===== src/rtl/hmbx_pkg.sv =====
package hmbx_pkg;

    // indices of the host control pins inside the synchronizer bank
    localparam int unsigned PIN_CS  = 0;
    localparam int unsigned PIN_RD  = 1;
    localparam int unsigned PIN_WR  = 2;
    localparam int unsigned PIN_ALE = 3;
    localparam int unsigned NPIN    = 4;

    // idle level of each pin: selects and strobes high, latch enable low
    localparam logic [NPIN-1:0] PIN_IDLE = 4'b0111;

    // host access events seen in the core clock domain
    typedef struct packed {
        logic wr_evt;    // write strobe edge accepted
        logic rd_start;  // read strobe edge accepted
        logic rd_done;   // read strobe released
        logic rd_act;    // read in progress
        logic wr_act;    // write in progress
    } hev_t;

endpackage


===== src/rtl/hmbx_host_sync.sv =====
module hmbx_host_sync
    import hmbx_pkg::*;
#(
    parameter int unsigned STAGES = 2,
    parameter int unsigned AW     = 3,
    parameter int unsigned BW     = 8
) (
    input  logic          clk,
    input  logic          rst_n,
    input  logic          strap_combined,
    input  logic          strap_mux,
    input  logic          h_cs_n,
    input  logic          h_rd_n,
    input  logic          h_wr_n,
    input  logic          h_ale,
    input  logic [AW-1:0] h_addr,
    input  logic [BW-1:0] h_din,
    output hev_t          ev,
    output logic [AW-1:0] acc_addr
);

    typedef struct packed {
        logic [NPIN-1:0][STAGES-1:0] chain;
        logic                        rd;
        logic                        wr;
        logic [AW-1:0]               addr;
    } sync_st_t;

    sync_st_t st_d, st_q;

    logic [NPIN-1:0] pins;
    logic [NPIN-1:0] s;
    logic            sel, rd_now, wr_now;

    assign pins = {h_ale, h_wr_n, h_rd_n, h_cs_n};

    always_comb begin
        st_d = st_q;
        for (int k = 0; k < NPIN; k++) begin
            st_d.chain[k] = {st_q.chain[k][STAGES-2:0], pins[k]};
            s[k]          = st_q.chain[k][STAGES-1];
        end

        sel = !s[PIN_CS];
        if (strap_combined) begin
            rd_now = sel && !s[PIN_WR] &&  s[PIN_RD];
            wr_now = sel && !s[PIN_WR] && !s[PIN_RD];
        end else begin
            rd_now = sel && !s[PIN_RD];
            wr_now = sel && !s[PIN_WR];
        end
        st_d.rd = rd_now;
        st_d.wr = wr_now;

        ev.wr_evt   = wr_now && !st_q.wr;
        ev.rd_start = rd_now && !st_q.rd;
        ev.rd_done  = !rd_now && st_q.rd;
        ev.rd_act   = st_q.rd;
        ev.wr_act   = st_q.wr;

        acc_addr = st_q.addr;
        if (strap_mux) begin
            if (s[PIN_ALE]) st_d.addr = h_din[AW-1:0];
        end else if (ev.wr_evt || ev.rd_start) begin
            st_d.addr = h_addr;
            acc_addr  = h_addr;
        end
    end

    always_ff @(posedge clk or negedge rst_n) begin
        if (!rst_n) begin
            for (int k = 0; k < NPIN; k++) st_q.chain[k] <= {STAGES{PIN_IDLE[k]}};
            st_q.rd   <= 1'b0;
            st_q.wr   <= 1'b0;
            st_q.addr <= '0;
        end else begin
            st_q <= st_d;
        end
    end

    // a read edge never follows a cycle with the read already active
    a_r6_rd_edge_once: assert property (@(posedge clk) disable iff (!rst_n)
        ev.rd_start |=> !ev.rd_start);

endmodule


===== src/rtl/hmbx_rst_pulse.sv =====
module hmbx_rst_pulse #(
    parameter int unsigned LEN = 5
) (
    input  logic clk,
    input  logic rst_n,
    input  logic trig,
    output logic pulse
);

    localparam int unsigned CW = $clog2(LEN + 1);

    typedef struct packed {
        logic [CW-1:0] cnt;
    } rp_st_t;

    rp_st_t st_d, st_q;

    always_comb begin
        st_d = st_q;
        if (st_q.cnt != '0)  st_d.cnt = st_q.cnt - 1'b1;
        else if (trig)       st_d.cnt = CW'(LEN);
    end

    assign pulse = (st_q.cnt != '0);

    always_ff @(posedge clk or negedge rst_n) begin
        if (!rst_n) st_q <= '0;
        else        st_q <= st_d;
    end

    // checker-side run-length counter for the pulse
    logic [CW:0] run_q;
    always_ff @(posedge clk or negedge rst_n) begin
        if (!rst_n)     run_q <= '0;
        else if (pulse) run_q <= run_q + 1'b1;
        else            run_q <= '0;
    end

    a_r8_pulse_len: assert property (@(posedge clk) disable iff (!rst_n)
        $fell(pulse) |-> (run_q == (CW+1)'(LEN)));

    a_r8_no_extend: assert property (@(posedge clk) disable iff (!rst_n)
        run_q <= (CW+1)'(LEN));

endmodule


===== src/rtl/hmbx_port.sv =====
module hmbx_port
    import hmbx_pkg::*;
#(
    parameter int unsigned N_MBX       = 6,
    parameter int unsigned DW          = 16,
    parameter int unsigned HBW         = 8,
    parameter int unsigned HAW         = 3,
    parameter int unsigned CAW         = 4,
    parameter int unsigned SYNC_STAGES = 2,
    parameter int unsigned RST_LEN     = 5
) (
    input  logic           clk,
    input  logic           rst_n,
    input  logic           strap_combined,
    input  logic           strap_mux,
    input  logic           h_cs_n,
    input  logic           h_rd_n,
    input  logic           h_wr_n,
    input  logic           h_ale,
    input  logic [HAW-1:0] h_addr,
    input  logic [HBW-1:0] h_din,
    output logic [HBW-1:0] h_dout,
    output logic           h_doe,
    output logic           h_ack,
    input  logic           c_sel,
    input  logic           c_we,
    input  logic [CAW-1:0] c_addr,
    input  logic [DW-1:0]  c_wdata,
    output logic [DW-1:0]  c_rdata,
    input  logic           en_host_wr,
    input  logic           en_host_rd,
    output logic           irq_host_wr,
    output logic           irq_host_rd,
    output logic           soft_rst
);

    localparam int unsigned ADDR_WFLAG = N_MBX;
    localparam int unsigned ADDR_RFLAG = N_MBX + 1;
    localparam int unsigned ADDR_MASK  = N_MBX + 2;
    localparam int unsigned SRST_BIT   = HBW - 1;
    localparam int unsigned RMASK_LSB  = HBW;

    typedef struct packed {
        logic [N_MBX-1:0][DW-1:0] data;
        logic [N_MBX-1:0]         wflag;
        logic [N_MBX-1:0]         rflag;
        logic [N_MBX-1:0]         wmask;
        logic [N_MBX-1:0]         rmask;
    } mbx_st_t;

    mbx_st_t st_d, st_q;

    hev_t           ev;
    logic [HAW-1:0] acc_addr;
    logic [N_MBX-1:0] core_oh;
    logic [N_MBX-1:0] host_oh;
    logic           core_wr;
    logic           srst_trig;

    hmbx_host_sync #(
        .STAGES (SYNC_STAGES),
        .AW     (HAW),
        .BW     (HBW)
    ) sync_i (
        .clk            (clk),
        .rst_n          (rst_n),
        .strap_combined (strap_combined),
        .strap_mux      (strap_mux),
        .h_cs_n         (h_cs_n),
        .h_rd_n         (h_rd_n),
        .h_wr_n         (h_wr_n),
        .h_ale          (h_ale),
        .h_addr         (h_addr),
        .h_din          (h_din),
        .ev             (ev),
        .acc_addr       (acc_addr)
    );

    hmbx_rst_pulse #(
        .LEN (RST_LEN)
    ) rst_i (
        .clk   (clk),
        .rst_n (rst_n),
        .trig  (srst_trig),
        .pulse (soft_rst)
    );

    // next-state: core access first, host access last so host updates win
    always_comb begin
        st_d    = st_q;
        core_wr = c_sel && c_we;

        for (int i = 0; i < N_MBX; i++) begin
            core_oh[i] = c_sel && (c_addr == CAW'(i));
            host_oh[i] = (acc_addr == HAW'(i));
        end

        for (int i = 0; i < N_MBX; i++) begin
            if (core_oh[i]) begin
                st_d.wflag[i] = 1'b0;
                st_d.rflag[i] = 1'b0;
                if (c_we) st_d.data[i] = c_wdata;
            end
        end

        if (core_wr && (c_addr == CAW'(ADDR_MASK))) begin
            st_d.wmask = c_wdata[N_MBX-1:0];
            st_d.rmask = c_wdata[RMASK_LSB +: N_MBX];
        end

        for (int i = 0; i < N_MBX; i++) begin
            if (ev.wr_evt && host_oh[i]) begin
                st_d.data[i]  = DW'(h_din);
                st_d.wflag[i] = 1'b1;
            end
            if (ev.rd_done && host_oh[i]) st_d.rflag[i] = 1'b1;
        end

        srst_trig = (ev.wr_evt && (acc_addr == HAW'(ADDR_RFLAG)) && h_din[SRST_BIT])
                 || (core_wr && (c_addr == CAW'(ADDR_RFLAG)) && c_wdata[SRST_BIT]);
    end

    always_ff @(posedge clk or negedge rst_n) begin
        if (!rst_n) st_q <= '0;
        else        st_q <= st_d;
    end

    // host read path
    always_comb begin
        h_dout = '0;
        for (int i = 0; i < N_MBX; i++)
            if (acc_addr == HAW'(i)) h_dout = st_q.data[i][HBW-1:0];
        if (acc_addr == HAW'(ADDR_WFLAG)) h_dout = HBW'(st_q.wflag);
        if (acc_addr == HAW'(ADDR_RFLAG)) begin
            h_dout           = HBW'(st_q.rflag);
            h_dout[SRST_BIT] = soft_rst;
        end
    end

    assign h_doe = ev.rd_act;
    assign h_ack = ev.rd_act | ev.wr_act;

    // core read path
    always_comb begin
        c_rdata = '0;
        for (int i = 0; i < N_MBX; i++)
            if (c_addr == CAW'(i)) c_rdata = st_q.data[i];
        if (c_addr == CAW'(ADDR_WFLAG)) c_rdata = DW'(st_q.wflag);
        if (c_addr == CAW'(ADDR_RFLAG)) begin
            c_rdata           = DW'(st_q.rflag);
            c_rdata[SRST_BIT] = soft_rst;
        end
        if (c_addr == CAW'(ADDR_MASK)) begin
            c_rdata[N_MBX-1:0]         = st_q.wmask;
            c_rdata[RMASK_LSB +: N_MBX] = st_q.rmask;
        end
    end

    assign irq_host_wr = en_host_wr && |(st_q.wflag & st_q.wmask);
    assign irq_host_rd = en_host_rd && |(st_q.rflag & st_q.rmask);

    // a write flag only appears after an accepted host write
    a_r2_wflag_source: assert property (@(posedge clk) disable iff (!rst_n)
        |(st_q.wflag & ~$past(st_q.wflag)) |-> $past(ev.wr_evt));

    // a read flag only appears after a host read is released
    a_r3_rflag_source: assert property (@(posedge clk) disable iff (!rst_n)
        |(st_q.rflag & ~$past(st_q.rflag)) |-> $past(ev.rd_done));

    // a core access to a data register leaves its flags clear
    a_r5_core_clears: assert property (@(posedge clk) disable iff (!rst_n)
        (|core_oh) && !ev.wr_evt && !ev.rd_done
        |=> ((st_q.wflag | st_q.rflag) & $past(core_oh)) == '0);

    // the write interrupt never rises while globally disabled
    a_r4_irq_enable: assert property (@(posedge clk) disable iff (!rst_n)
        $rose(irq_host_wr) |-> en_host_wr);

    // the acknowledge rises only after an accepted strobe edge
    a_r9_ack_follows: assert property (@(posedge clk) disable iff (!rst_n)
        $rose(h_ack) |-> $past(ev.wr_evt || ev.rd_start));

endmodule


===== config.mk =====
export PLATFORM = sky130hd
export DESIGN_NAME = hmbx_port
export DESIGN_NICKNAME = d
export VERILOG_FILES = /design/src/rtl/hmbx_pkg.sv /design/src/rtl/hmbx_host_sync.sv /design/src/rtl/hmbx_rst_pulse.sv /design/src/rtl/hmbx_port.sv
export SDC_FILE = /design/constraint.sdc
export NUM_CORES = 1
export LEC_CHECK = 0
export BUFFER_PORTS_ARGS = -buffer_cell sky130_fd_sc_hd__buf_4
export CAP_MARGIN = 20
export CORE_MARGIN = 5
export CORE_UTILIZATION = 53
export CTS_CLUSTER_DIAMETER = 30
export DETAILED_ROUTE_END_ITERATION = 8
export PLACE_DENSITY_LB_ADDON = 0.3
export SETUP_SLACK_MARGIN = 0.5
export SYNTH_ARGS = -nofsm -noshare
export SYNTH_HDL_FRONTEND = slang
export SYNTH_SLANG_ARGS = --single-unit

===== constraint.sdc =====
create_clock -name clk -period 3.4 [get_ports clk]
set_input_delay 0.34 -clock clk [delete_from_list [all_inputs] [get_ports clk]]
set_output_delay 0.34 -clock clk [all_outputs]
set_load 0.02 [all_outputs]

After elaboration in Yosys (flattened, before gate mapping)
Index checks and enable logic that the tools add are counted.
{ "word_totals": {"ff_bits": 136, "inputBits": 43, "out_inout_bits": 29, "word_cells": 176} }
{ "classes": {"n_addsub": 1, "eq_ne": 16, "n_mux": 57, "n_bitwise": 3, "reduce_logical": 71} }
{ "op_table": {"columns": ["op", "n"], "rows": [
  ["$mux 16", 21],
  ["$mux 8", 8],
  ["$reduce_bool 2->1", 19],
  ["$logic_and 1x1->1", 33],
  ["$mux 1", 20],
  ["$mux 3", 6],
  ["$eq 4x3->1 const B", 4],
  ["$and 6x6->6", 2],
  ["$eq 3x3->1 const B", 4],
  ["$mux 6", 2],
  ["$reduce_and 2->1", 6],
  ["$reduce_or 6->1", 2],
  ["$eq 4x2->1 const B", 2],
  ["$eq 3x2->1 const B", 2],
  ["$logic_not 1->1", 6],
  ["$eq 4x1->1 const B", 1],
  ["$eq 4x4->1 const B", 1],
  ["$logic_not 4->1", 1],
  ["$eq 3x1->1 const B", 1],
  ["$logic_not 3->1", 1],
  ["$reduce_bool 3->1", 1],
  ["$sub 3x1->3 const B", 1],
  ["$logic_or 1x1->1", 2],
  ["$ne 2x1->1 const B", 1],
  ["$or 1x1->1", 1]
]} }

Depth between registers and ports, before layout
Gate-level depths: netlist of run 1.
{ "depth": {"ltp_word": 17, "mapped_depth": 10, "depth_no_buf": 7} }

Hierarchy
A second synthesis of run 1 with hierarchy kept.
{ "hier_totals": {"hier_cells": 869, "area_unflattened_um2": 7611.0} }
{ "modules_own_cells": {"columns": ["module", "n_inst", "cells_each", "area_each_um2", "seq_area_each_um2"], "rows": [
  ["hmbx_port", 1, 804, 6885.4, 3002.9],
  ["hmbx_host_sync", 1, 49, 576.8, 332.8],
  ["hmbx_rst_pulse", 1, 16, 148.9, 75.1]
]} }

Least setup slack after synthesis of run 1
Ideal clock, no wire load.
{ "synth_path": {"kind": "register -> output", "startpoint": "reg sync_i.st_q, in the netlist sync_i.s[2]", "endpoint": "out h_dout[7]", "t_arrival_ps": 2449, "required_ps": 3060, "setup_slack_ps": 611, "path_stages_with_launch": 10, "path_buffers": 2, "path_cell_list": "dfstp_2 > and4bb_1 > a211o_1 > nand3_1 > a21boi_2 > buf_2 > buf_2 > nand3_1 > o21a_1 > a21oi_1"} }
{ "synth_between": {"elab_chain_len": 17, "elab_cells_between_ends": 27, "classes_between": "eq/ne: 7; mux: 12; reduce/logical: 8"} }
{ "synth_rtl": {"columns": ["item", "line_no", "source"], "rows": [
  ["start, declared", "hmbx_host_sync.sv:29", "sync_st_t st_d, st_q;"],
  ["start signal, assigned", "hmbx_host_sync.sv:77", "st_q <= st_d;"],
  ["$logic_not 1->1 (*)", "hmbx_host_sync.sv:46, hmbx_host_sync.sv:47, hmbx_host_sync.sv:50", null],
  ["$logic_and 1x1->1 (*)", "hmbx_host_sync.sv:46, hmbx_host_sync.sv:47, hmbx_host_sync.sv:50", null],
  ["$logic_and 1x1->1 (on tied branches)", "hmbx_host_sync.sv:47, hmbx_host_sync.sv:46", null],
  ["$mux 1", "hmbx_host_sync.sv:45", "if (strap_combined) begin"],
  ["$logic_and 1x1->1 (on tied branches)", "hmbx_host_sync.sv:55, hmbx_host_sync.sv:56", null],
  ["$logic_or 1x1->1 (*)", "hmbx_host_sync.sv:64", "end else if (ev.wr_evt || ev.rd_start) begin"],
  ["$mux 3 (*)", null, null],
  ["$mux 3 (*)", "hmbx_host_sync.sv:62", "if (strap_mux) begin"],
  ["$logic_not 3->1", "hmbx_port.sv:132", "if (acc_addr == HAW'(i)) h_dout = st_q.data[i][HBW-1:0];"],
  ["$mux 8 (6 in series)", "hmbx_port.sv:132", null],
  ["$mux 8", "hmbx_port.sv:133", "if (acc_addr == HAW'(ADDR_WFLAG)) h_dout = HBW'(st_q.wflag);"],
  ["$mux 8 (*)", "hmbx_port.sv:134", "if (acc_addr == HAW'(ADDR_RFLAG)) begin"],
  ["end, declared", "hmbx_port.sv:22", "output logic [HBW-1:0] h_dout,"]
]} }
Mark *: on every way between the ends. The rest lies on a longest branch, timed or not.

Worst setup path after layout of run 1
{ "layout_path": {"startpoint": "reg sync_i.st_q, in the netlist sync_i.s[2]", "endpoint": "out h_dout[5]"} }
The elaborated chain is that of the path after synthesis.

==> results of run 1 <==
==> routing by layer <==
layer,share of wire,vias to the layer above,global-route usage
met5,0,-,0
met2,0.47,449,0.492
met3,0.093,96,0.0775
met1,0.39,3401,0.385
li1,-,3097,-
met4,0.044,0,0.149
==> state kept, by name, summed over array words and instances (netlist names) <==
name / count
sync_i.st_d: 4
st_q: 120
sync_i.s: 4
rst_i.st_q: 3
sync_i.ev: 2
sync_i.st_q: 3
==> area by class of cell <==
class / instances / area share
clock buffer: 20 / 0.0495
inverter: 8 / 0.00325
sequential: 136 / 0.369
timing repair buffer: 123 / 0.107
tap: 180 / 0.0244
clock inverter: 12 / 0.0187
multi-input combinational: 615 / 0.428
==> power by group <==
part	switching (mW)	internal (mW)
Clock	0.720	1.26
Combinational	0.937	0.810
Sequential	0.462	2.09
Total	2.12	4.17
==> worst max-delay path by stage <==
stage	from	end	slack, ns	depth (start not counted)
2_1_floorplan	sync_i.s[2]	h_dout[7]	0.61	9
3_3_place_gp	sync_i.s[2]	h_dout[5]	0.41	8
3_5_place_dp	sync_i.s[2]	h_dout[5]	0.35	8
4_1_cts	sync_i.s[2]	h_dout[5]	0.35	8
5_1_grt	sync_i.s[2]	h_dout[5]	0.22	9
6_report	sync_i.s[2]	h_dout[5]	0.29	8
==> layout by cell type, fill, tap and decap left out, types with 7 or more instances in the layout <==
cell type / count
sky130_fd_sc_hd__a21oi_1: 66
sky130_fd_sc_hd__o21ai_1: 10
sky130_fd_sc_hd__mux2i_1: 75
sky130_fd_sc_hd__dfrtp_1: 130
sky130_fd_sc_hd__clkbuf_16: 17
sky130_fd_sc_hd__o221ai_1: 8
sky130_fd_sc_hd__mux2_2: 15
sky130_fd_sc_hd__nand4_1: 7
sky130_fd_sc_hd__nand3_1: 25
sky130_fd_sc_hd__a222oi_1: 7
sky130_fd_sc_hd__nand2_1: 209
sky130_fd_sc_hd__inv_1: 8
sky130_fd_sc_hd__buf_4: 114
sky130_fd_sc_hd__nor2_1: 26
sky130_fd_sc_hd__a22o_1: 9
sky130_fd_sc_hd__o21ai_0: 48
sky130_fd_sc_hd__a22oi_1: 14
==> cell families after synthesis <==
family	Yosys count	share of synthesized area
AND/OR/NAND/NOR	307	0.188
multiplexers	90	0.125
flip-flops	136	0.463
buffers and inverters	58	0.0341
AO/OA/AOI/OAI	214	0.189
adder cells (fa/ha/maj)	1	0.00170
==> what timing repair did <==
action | 4_1_cts | 5_1_grt
cloned | 3 | 0
pin swaps | 19 | 7
endpoints found under the setup margin | 8 | 12
buffers inserted | 18 | 2
resized for setup | 44 | 4
==> results.md, run 1 <==
* Largest net degree at the start of global routing at a little over 100
* Ports placed on the boundary at 72
* Reg2Reg Setup Slack at 0.66 ns
* Fraction of layout cells with a size suffix above 1 at 0.241
* Cells after DPL at around 1000
* Status: complete, no violations
* PortBufs at 71
* Final worst path period need at 3.11 ns
* Setup repair after global routing missed its margin: yes
* Clock tree skew after final layout at 0.00444 ns
* Actual slew at the worst max-slew pin at 0.974 ns
* Post-route antenna net violation count at 0
* Library cell with the largest summed area after synthesis: sky130_fd_sc_hd__dfrtp_1
* Number of global-route vias before repair at between 7000 and 8000
* Effective utilization at floorplan at 0.535
* End of the worst register-to-register path: st_q[79]
* Via density per instance at 6.44
* Distinct cells, synth at 57
* Maximum fanout along the worst path at 5
* Die extent in x at around 130 um
* Required @ worst endpoint at 3.06 ns
* DRT iter0 DRCs at 872
* Number of warning messages in the yosys log at 0
* Layout Nets at 945
* Number of clock buffers inserted by TritonCTS at 17
* Vias after detailed routing at 7043
* # diodes at 0
* Number of placement rows at 43
* Clock transition at the registers of the reported paths at 0.06 ns
* Commonest register cell after synthesis: sky130_fd_sc_hd__dfrtp_1
* Total congestion overflow at 0
* H-tree lvl count at 4
* Peak supply drop at 470 uV
* Net count of the mapped netlist at 850
* Finish-stage setup viols at 0
* Number of flops mapped to enable cells by yosys at 0
* Startpoint of the tightest hold check path: h_cs_n
* Critical Path AT at 2.77 ns
* Hold Vio Cnt, Final at 0
* Type of origin of the critical path: flip-flop
* Startpoint of the most critical register-to-register path: sync_i.s[2]
* Total die area at 16400 sq um
* Cell area after layout at 9230 sq um
* Final total negative setup slack at 0 ns
* Post-Syn Instances at 806
* Power, Total at 6.29 mW
* Count of maximum capacitance violations at 0
* Area inside the core boundary at around 14000 sq um
* Path class of the lowest-slack min-delay path: input pin to flip-flop
* Post-detailed-placement cell area at 8180 sq um
* Detailed Route WL at roughly 25000 um
* Finished Core Util at 0.670
* Total iterations of the first detailed-routing run at 8
* Post-place setup slack at about 0.35 ns
* Number of antenna violations at the first check in global routing at 0
* Source-to-sink clock delay at the later pin of the worst-skew pair at ~0.43 ns
* CTS sink cnt at 136
* Count of final max-slew check failures at 0
* Highest achievable clock rate at 0.322 GHz
* Number of fill cells at 1137
* Wire length per cell after detailed routing at 22.6 um
* Cell area after synthesis at between 7000 and 8000 sq um
* Sequential cell area at approximately 3400 sq um
* Routability Congestion at between 0.9 and 1
* Total routing resource utilization after global routing at 0.306
* Maximum number of buffers from clock root to sink at 2
* Combined area of the multi-input logic cells at 3960 sq um
* Reported leakage power at 4.28 nW
* Max-slew headroom at the worst pin at 0.348
* Leading cell types by count after synthesis: sky130_fd_sc_hd__nand2_1, sky130_fd_sc_hd__dfrtp_1, sky130_fd_sc_hd__mux2i_1
* DRC violation count after routing at 0
* Number of cell instances on the worst register-to-register path at 9
* Register area share after synthesis at 0.463
* Clock tree root buffer cell: sky130_fd_sc_hd__clkbuf_16
* Area Growth Syn to Fin at 25.3%
* Die height at 128 um
* Top area cells in the synthesized netlist: sky130_fd_sc_hd__dfrtp_1, sky130_fd_sc_hd__nand2_1, sky130_fd_sc_hd__mux2i_1
* Number of cells on the worst hold path at 1
* #FFs+latches synth at approximately 140
* Global-route wire length before repair at 38500 um
* Estimated wirelength of the detail-placed design at 16300 um
* Most frequent cell after synthesis: sky130_fd_sc_hd__nand2_1
* Fraction of post-synthesis cell area in the top cell type by area at 0.441
* Hold_buf cts at 0
* Post-synthesis area per instance at 9.14 sq um
* CP Cell Sequence: and4bb_4 -> a211o_4 -> a32oi_4 -> nor2_4 -> a22oi_1 -> o221ai_1 -> or3_4 -> buf_6
* Hold WS at 0.0129 ns
* Category of the worst setup path capture point: output port
* Power per cell area at 681 nW/um^2
* Period utilisation layout at 0.914
* Final cell count without fillers at 1094
* CP delay by family, top: compound AO/OA/AOI/OAI gates
* Share of synthesized registers carrying an async set or reset at 1.00
* Capture endpoint of the worst hold path: sync_i.st_d[6]
* Slowest cell on the critical path: sky130_fd_sc_hd__dfstp_2
* CTS tree: yes
* Delay of the slowest cell on the worst path at 0.55 ns
* Worst setup slack after layout at between 0.2 and 0.3 ns
* Crit path buffers/inverters at 1
* Path type of the worst setup path: flip-flop to output port
Power figures use the tool's default switching activity.
==> run 2, diff against run 1 <==
--- a/config.mk
+++ b/config.mk
@@ -15,4 +15,5 @@
 export SETUP_SLACK_MARGIN = 0.5
 export SYNTH_ARGS = -nofsm -noshare
 export SYNTH_HDL_FRONTEND = slang
+export SYNTH_HIERARCHICAL = 1
 export SYNTH_SLANG_ARGS = --single-unit
==> results.md, run 2 <==
* Ports placed on the boundary at 72 (unchanged)
* Source-to-sink clock delay at the later pin of the worst-skew pair at 0.43 ns (about the same)
* CTS sink cnt at 136 (unchanged)
* Count of maximum capacitance violations at 0 (unchanged)
* Total congestion overflow at 0 (unchanged)
* Max Used Layer: met4 (unchanged)
* Final worst path period need at 3.21 ns (was 3.11 ns)
* Number of placement rows at 43 (unchanged)
* Count of final max-slew check failures at 0 (unchanged)
* Met1 routed wirelength after detailed routing at 10300 um (was 9630 um)
* Detailed Route WL at 25500 um (was 24700 um)
* Number of antenna violations at the first check in global routing at 0 (unchanged)
* Largest register FFs at 120 (unchanged)
* Global-route wire length before repair at 39900 um (was 38500 um)
* Die height at 130 um (was 128 um)
* Clock transition at the registers of the reported paths at 0.06 ns (about the same)
* Post-Syn Instances at 868 (was 806)
* Peak supply drop at 400 uV (was 470 uV)
* Critical Path AT at 2.87 ns (was 2.77 ns)
* Hold WS at 0.0186 ns (was 0.0129 ns)
* Post-route antenna net violation count at 0 (unchanged)
* Die extent in x at 130 um (was 128 um)
* Net count of the mapped netlist at 912 (was 850)
* Vias after detailed routing at 7381 (was 7043)
* Clock tree root buffer cell: sky130_fd_sc_hd__clkbuf_16 (unchanged)
* Status: complete, no violations (unchanged)
* PortBufs at 71 (unchanged)
* DRC violation count after routing at 0 (unchanged)
* Path class of the lowest-slack min-delay path: input pin to flip-flop (unchanged)
* Fraction of layout cells with a size suffix above 1 at 0.216 (was 0.241)
* Required @ worst endpoint at 3.06 ns (about the same)
* Hold Vio Cnt, Final at 0 (unchanged)
* Largest net degree at the start of global routing at 86 (was 102)
* Path type of the worst setup path: flip-flop to output port (unchanged)
* Final total negative setup slack at 0 ns (unchanged)
* Finish-stage setup viols at 0 (unchanged)
* Total iterations of the first detailed-routing run at 6 (was 8)
* Highest-count cells in the layout ignoring fill and taps: sky130_fd_sc_hd__nand2_1, sky130_fd_sc_hd__dfrtp_1, sky130_fd_sc_hd__buf_4, sky130_fd_sc_hd__a21oi_1, sky130_fd_sc_hd__nor2_1 (was sky130_fd_sc_hd__nand2_1, sky130_fd_sc_hd__dfrtp_1, sky130_fd_sc_hd__buf_4, sky130_fd_sc_hd__mux2i_1, sky130_fd_sc_hd__a21oi_1)
* Highest achievable clock rate at 0.312 GHz (was 0.322 GHz)
* # diodes at 0 (unchanged)
* Effective utilization at floorplan at 0.544 (was 0.535)
* Cell area after synthesis at 7610 sq um (was 7370 sq um)
* Reported leakage power at 4.05 nW (was 4.28 nW)
* Wire length on met3 at 3150 um (was 2300 um)
* Routability Congestion at 0.975 (was 0.937)
* Actual slew at the worst max-slew pin at 0.997 ns (was 0.974 ns)
* Number of clock buffers inserted by TritonCTS at 17 (unchanged)
* Wire length per cell after detailed routing at 22.4 um (was 22.6 um)
* Clock tree skew after final layout at 0.00581 ns (was 0.00444 ns)
* Leading cell type in the layout, fill and taps excluded: sky130_fd_sc_hd__nand2_1 (unchanged)
* Via density per instance at 6.49 (was 6.44)
* Maximum number of buffers from clock root to sink at 2 (unchanged)
* Type of origin of the critical path: flip-flop (unchanged)
* DRT iter0 DRCs at 1133 (was 872)
* Total routing resource utilization after global routing at 0.312 (was 0.306)
* Wire length on met2 at 11100 um (was 11700 um)
* Max-slew headroom at the worst pin at 0.333 (was 0.348)
* Post-synthesis area per instance at 8.76 sq um (was 9.14 sq um)
* Area inside the core boundary at 14000 sq um (was 13800 sq um)
* Maximum fanout along the worst path at 8 (was 5)
* Register with the most flip-flops: st_q (unchanged)
* Power per cell area at 680 nW/um^2 (was 681 nW/um^2)
* Number of warning messages in the yosys log at 6 (was 0)
* Setup repair after global routing missed its margin: yes (unchanged)
* Layout Nets at 988 (was 945)
* Number of global-route vias before repair at 6900 (was 7103)
* Category of the worst setup path capture point: output port (unchanged)
* Period utilisation layout at 0.943 (was 0.914)
* CTS tree: yes (unchanged)
* Total die area at 16800 sq um (was 16400 sq um)
* H-tree lvl count at 4 (unchanged)
* Area Growth Syn to Fin at 21.2% (was 25.3%)
* Estimated wirelength of the detail-placed design at 16900 um (was 16300 um)
[run 2: worst paths after layout]
path,startpoint,end,slack (ns),cells past startpoint
setup / recovery,sync_i/s[2],h_dout[5],0.19,10
hold / removal,h_rd_n,sync_i/st_d[8],0.02,1
setup reg to reg,sync_i/s[2],st_q[90],0.67,9
hold reg to reg,sync_i/st_d[12],sync_i/s[3],0.35,0
max in group asynchronous,rst_n,st_q[100],2.09,3
min in group asynchronous,rst_n,st_q[40],0.55,2
[run 2: power breakdown]
part	internal [mW]	switching, mW	total [mW]
clock	1.23	0.735	1.96
combinational	0.801	0.916	1.72
sequential	2.09	0.500	2.59
total	4.12	2.15	6.27
[run 2: area by class of cell]
class / instances / area (sq um)
Clock buffer: 17 / 425
Multi-Input combinational cell: 665 / 4020
Timing Repair Buffer: 111 / 878
Tap cell: 180 / 225
Sequential cell: 136 / 3410
Fill cell: 1170 / 4770
Inverter: 13 / 57.6
Clock inverter: 15 / 203
[run 2: worst max-delay path, stage by stage, from the launching register on]
cell,delay (ns)
sky130_fd_sc_hd__dfstp_2,0.58
sky130_fd_sc_hd__nor3_1,0.08
sky130_fd_sc_hd__a211o_1,0.33
sky130_fd_sc_hd__nand2_4,0.16
sky130_fd_sc_hd__mux2_4,0.38
sky130_fd_sc_hd__mux2_2,0.24
sky130_fd_sc_hd__o22ai_1,0.07
sky130_fd_sc_hd__o22ai_1,0.19
sky130_fd_sc_hd__nand2_1,0.10
sky130_fd_sc_hd__a21oi_2,0.15
sky130_fd_sc_hd__buf_4,0.16
[run 2: metrics by stage]
| stage | power, mW | cells | utilization | area (sq um) | setup slack (ns) |
|---|---|---|---|---|---|
| floorplan | 3.48 | 868 | - | 7610 | 0.483 |
| global placement | 4.08 | 1086 | 0.593 | 8300 | 0.270 |
| CTS | 6.20 | 1135 | 0.657 | 9190 | 0.181 |
| finish | 6.27 | 1137 | 0.659 | 9220 | 0.194 |
| global route | 6.56 | 1137 | 0.659 | 9220 | 0.110 |
| detailed placement | 4.12 | 1086 | 0.593 | 8300 | 0.198 |
[run 2: routing by layer]
metal  global-route usage  vias to the layer above
li1                     -                     3254
met1                0.439                     3565
met2                0.446                      475
met3                0.106                       87
met4                0.127                        0
met5                    0                        -
[run 2: timing repair]
item                                    4_1_cts  5_1_grt
hold endpoints to repair                     48        0
buffers inserted                             12        2
endpoints found under the setup margin       72        8
pin swaps                                     8        1
hold buffers                                  1        0
cloned                                        4        0
resized for setup                            31        6
==> run 3, diff against run 2 <==
--- a/config.mk
+++ b/config.mk
@@ -8,11 +8,11 @@
 export BUFFER_PORTS_ARGS = -buffer_cell sky130_fd_sc_hd__buf_4
 export CAP_MARGIN = 20
 export CORE_MARGIN = 5
-export CORE_UTILIZATION = 53
+export CORE_UTILIZATION = 45
 export CTS_CLUSTER_DIAMETER = 30
 export DETAILED_ROUTE_END_ITERATION = 8
 export PLACE_DENSITY_LB_ADDON = 0.3
-export SETUP_SLACK_MARGIN = 0.5
+export SETUP_SLACK_MARGIN = 0.3
 export SYNTH_ARGS = -nofsm -noshare
 export SYNTH_HDL_FRONTEND = slang
 export SYNTH_HIERARCHICAL = 1
==> results.md, run 3 (synthesis results as in run 2) <==
* Delay of the slowest cell on the worst path at 0.59 ns (was 0.58 ns)
* Max-slew headroom at the worst pin at 0.341 (was 0.333)
* Die extent in x at 140 um (was 130 um)
* Path class of the lowest-slack min-delay path: input pin to flip-flop (unchanged)
* Period utilisation layout at 0.956 (was 0.943)
* Area inside the core boundary at 16600 sq um (was 14000 sq um)
* Part of the total power dissipated in combinational logic at 0.262 (was 0.274)
* Slowest cell on the critical path: sky130_fd_sc_hd__dfstp_2 (unchanged)
* End of the worst register-to-register path: rst_i/st_q[0] (was st_q[90])
* Maximum fanout along the worst path at 11 (was 8)
* Power per cell area at 688 nW/um^2 (was 680 nW/um^2)
* Final total negative setup slack at 0 ns (unchanged)
* Count of maximum capacitance violations at 0 (unchanged)
* CTS tree: yes (unchanged)
* Switching Share at 0.340 (was 0.343)
* Source-to-sink clock delay at the later pin of the worst-skew pair at 0.43 ns (about the same)
* Largest register FFs at 120 (unchanged)
* Reg2Reg Setup Slack at 0.69 ns (was 0.67 ns)
* Category of the worst setup path capture point: output port (unchanged)
* Net load switching power at 2.16 mW (was 2.15 mW)
* CP Cell Sequence: nor3_1 -> a211o_1 -> nand2_4 -> mux2_4 -> mux2i_1 -> o21ai_0 -> o22ai_2 -> a31oi_1 -> buf_4 (was nor3_1 -> a211o_1 -> nand2_4 -> mux2_4 -> mux2_2 -> o22ai_1 -> o22ai_1 -> nand2_1 -> a21oi_2 -> buf_4)
* Global-route wire length before repair at 39200 um (was 39900 um)
* Number of clock buffers inserted by TritonCTS at 17 (unchanged)
* PortBufs at 71 (unchanged)
* Number of placement rows at 47 (was 43)
* Reported leakage power at 4.04 nW (was 4.05 nW)
* Total iterations of the first detailed-routing run at 5 (was 6)
* Register with the most flip-flops: st_q (unchanged)
* Capture endpoint of the worst hold path: sync_i/st_d[6] (was sync_i/st_d[8])
* Required @ worst endpoint at 3.06 ns (about the same)
* Ports placed on the boundary at 72 (unchanged)
* Startpoint of the most critical register-to-register path: sync_i/s[2] (unchanged)
* Crit path buffers/inverters at 1 (unchanged)
* Post-route antenna net violation count at 0 (unchanged)
* Highest achievable clock rate at 0.308 GHz (was 0.312 GHz)
* Largest net degree at the start of global routing at 72 (was 86)
* CP delay by family, top: compound AO/OA/AOI/OAI gates (unchanged)
* Clock tree root buffer cell: sky130_fd_sc_hd__clkbuf_16 (unchanged)
* Setup repair after global routing missed its margin: yes (unchanged)
* Area Growth Syn to Fin at 21.3% (was 21.2%)
* Total congestion overflow at 0 (unchanged)
* Status: complete, no violations (unchanged)
* Total die area at 19600 sq um (was 16800 sq um)
* Number of antenna violations at the first check in global routing at 0 (unchanged)
* Highest-count cells in the layout ignoring fill and taps: sky130_fd_sc_hd__nand2_1, sky130_fd_sc_hd__dfrtp_1, sky130_fd_sc_hd__buf_4, sky130_fd_sc_hd__a21oi_1, sky130_fd_sc_hd__nor2_1 (unchanged)
* Wire length per cell after detailed routing at 21.5 um (was 22.4 um)
* Peak supply drop at 405 uV (was 400 uV)
* Estimated wirelength of the detail-placed design at 17500 um (was 16900 um)
* Path type of the worst setup path: flip-flop to output port (unchanged)
* Layout Nets at 985 (was 988)
* Total routing resource utilization after global routing at 0.255 (was 0.312)
* Hold Vio Cnt, Final at 0 (unchanged)
* Clock transition at the registers of the reported paths at 0.06 ns (about the same)
* Routability Congestion at 0.960 (was 0.975)
* Maximum number of buffers from clock root to sink at 2 (unchanged)
* Number of cell instances on the worst register-to-register path at 10 (was 9)
* CTS sink cnt at 136 (unchanged)
* Type of origin of the critical path: flip-flop (unchanged)
* Effective utilization at floorplan at 0.459 (was 0.544)
* Clock tree skew after final layout at 0.00450 ns (was 0.00581 ns)
* Proportion of power drawn by the clock network at 0.328 (was 0.313)
* Fraction of layout cells with a size suffix above 1 at 0.212 (was 0.216)
* Startpoint of the tightest hold check path: h_cs_n (was h_rd_n)
* Internal Power at 4.19 mW (was 4.12 mW)
* Via density per instance at 6.13 (was 6.49)
* Register share of total power at 0.410 (was 0.413)
* H-tree lvl count at 4 (unchanged)
* Count of final max-slew check failures at 0 (unchanged)
* Vias after detailed routing at 7202 (was 7381)
* # diodes at 0 (unchanged)
* Critical Path AT at 2.91 ns (was 2.87 ns)
* Detailed Route WL at 25200 um (was 25500 um)
* Number of cells on the worst hold path at 1 (unchanged)
* Die height at 140 um (was 130 um)
* Finish-stage setup viols at 0 (unchanged)
* DRT iter0 DRCs at 943 (was 1133)
* Number of global-route vias before repair at 6613 (was 6900)
* Power, Total at 6.35 mW (was 6.27 mW)
* Leading cell type in the layout, fill and taps excluded: sky130_fd_sc_hd__nand2_1 (unchanged)
* Actual slew at the worst max-slew pin at 0.981 ns (was 0.997 ns)
* DRC violation count after routing at 0 (unchanged)
* Final worst path period need at 3.25 ns (was 3.21 ns)
[run 3: worst max-delay path by stage]
stage / start / cells past startpoint / to
global placement: sync_i/s[2] / 11 / h_dout[5]
CTS: sync_i/s[2] / 9 / h_dout[2]
detailed placement: sync_i/s[2] / 11 / h_dout[5]
floorplan: sync_i/s[1] / 10 / h_dout[4]
finish: sync_i/s[2] / 9 / h_dout[3]
global route: sync_i/s[2] / 10 / h_dout[5]
[run 3: worst register-to-register path, delay by kind of cell (launching register included)]
| family | cells | cell delay [ns] |
|---|---|---|
| compound gates | 3 | 0.54 |
| buf+inv | 1 | 0.22 |
| flops | 1 | 0.59 |
| mux | 1 | 0.44 |
| simple gates | 5 | 0.80 |
[run 3: what timing repair did]
item	4_1_cts	5_1_grt
hold buffers	1	0
setup buffers	3	1
pin swaps	7	2
resized for setup	20	6
gates cloned	1	1
setup endpoints to repair	12	8
hold endpoints to repair	65	0
[run 3: per-stage QoR]
stage	area, sq um	utilization	instances	worst slack (ns)	hold WS [ns]
floorplan	7610	-	868	0.363	0.0444
global placement	8400	0.507	1135	0.249	0.336
detailed placement	8400	0.507	1135	0.199	0.347
CTS	9200	0.554	1172	0.133	0.00476
global route	9230	0.557	1174	0.0872	0.00644
finish	9230	0.557	1174	0.151	0.0148
[run 3: power groups by stage]
stage,clock [mW],combinational [mW],sequential [mW]
finish,2.08,1.66,2.60
global route,2.17,1.82,2.64
CTS,2.09,1.64,2.56
detailed placement,0,1.57,2.58
global placement,0,1.52,2.59
floorplan,0,1.11,2.37
[run 3: per-layer routing]
layer | GRT usage | part of all wire | vias to the layer above
met5 | 0 | 0 | -
met4 | 0.0826 | 0.026 | 0
met3 | 0.0596 | 0.098 | 47
met2 | 0.365 | 0.43 | 401
met1 | 0.380 | 0.44 | 3510
li1 | - | - | 3244
[run 3: area by class of cell]
cell class,count,area (sq um)
Clock inverter,14,219
Clock buffer,18,439
Sequential cell,136,3410
Tap cell,220,275
Multi-Input combinational cell,663,3980
Inverter,13,53.8
Timing Repair Buffer,110,852
Fill cell,1485,7350
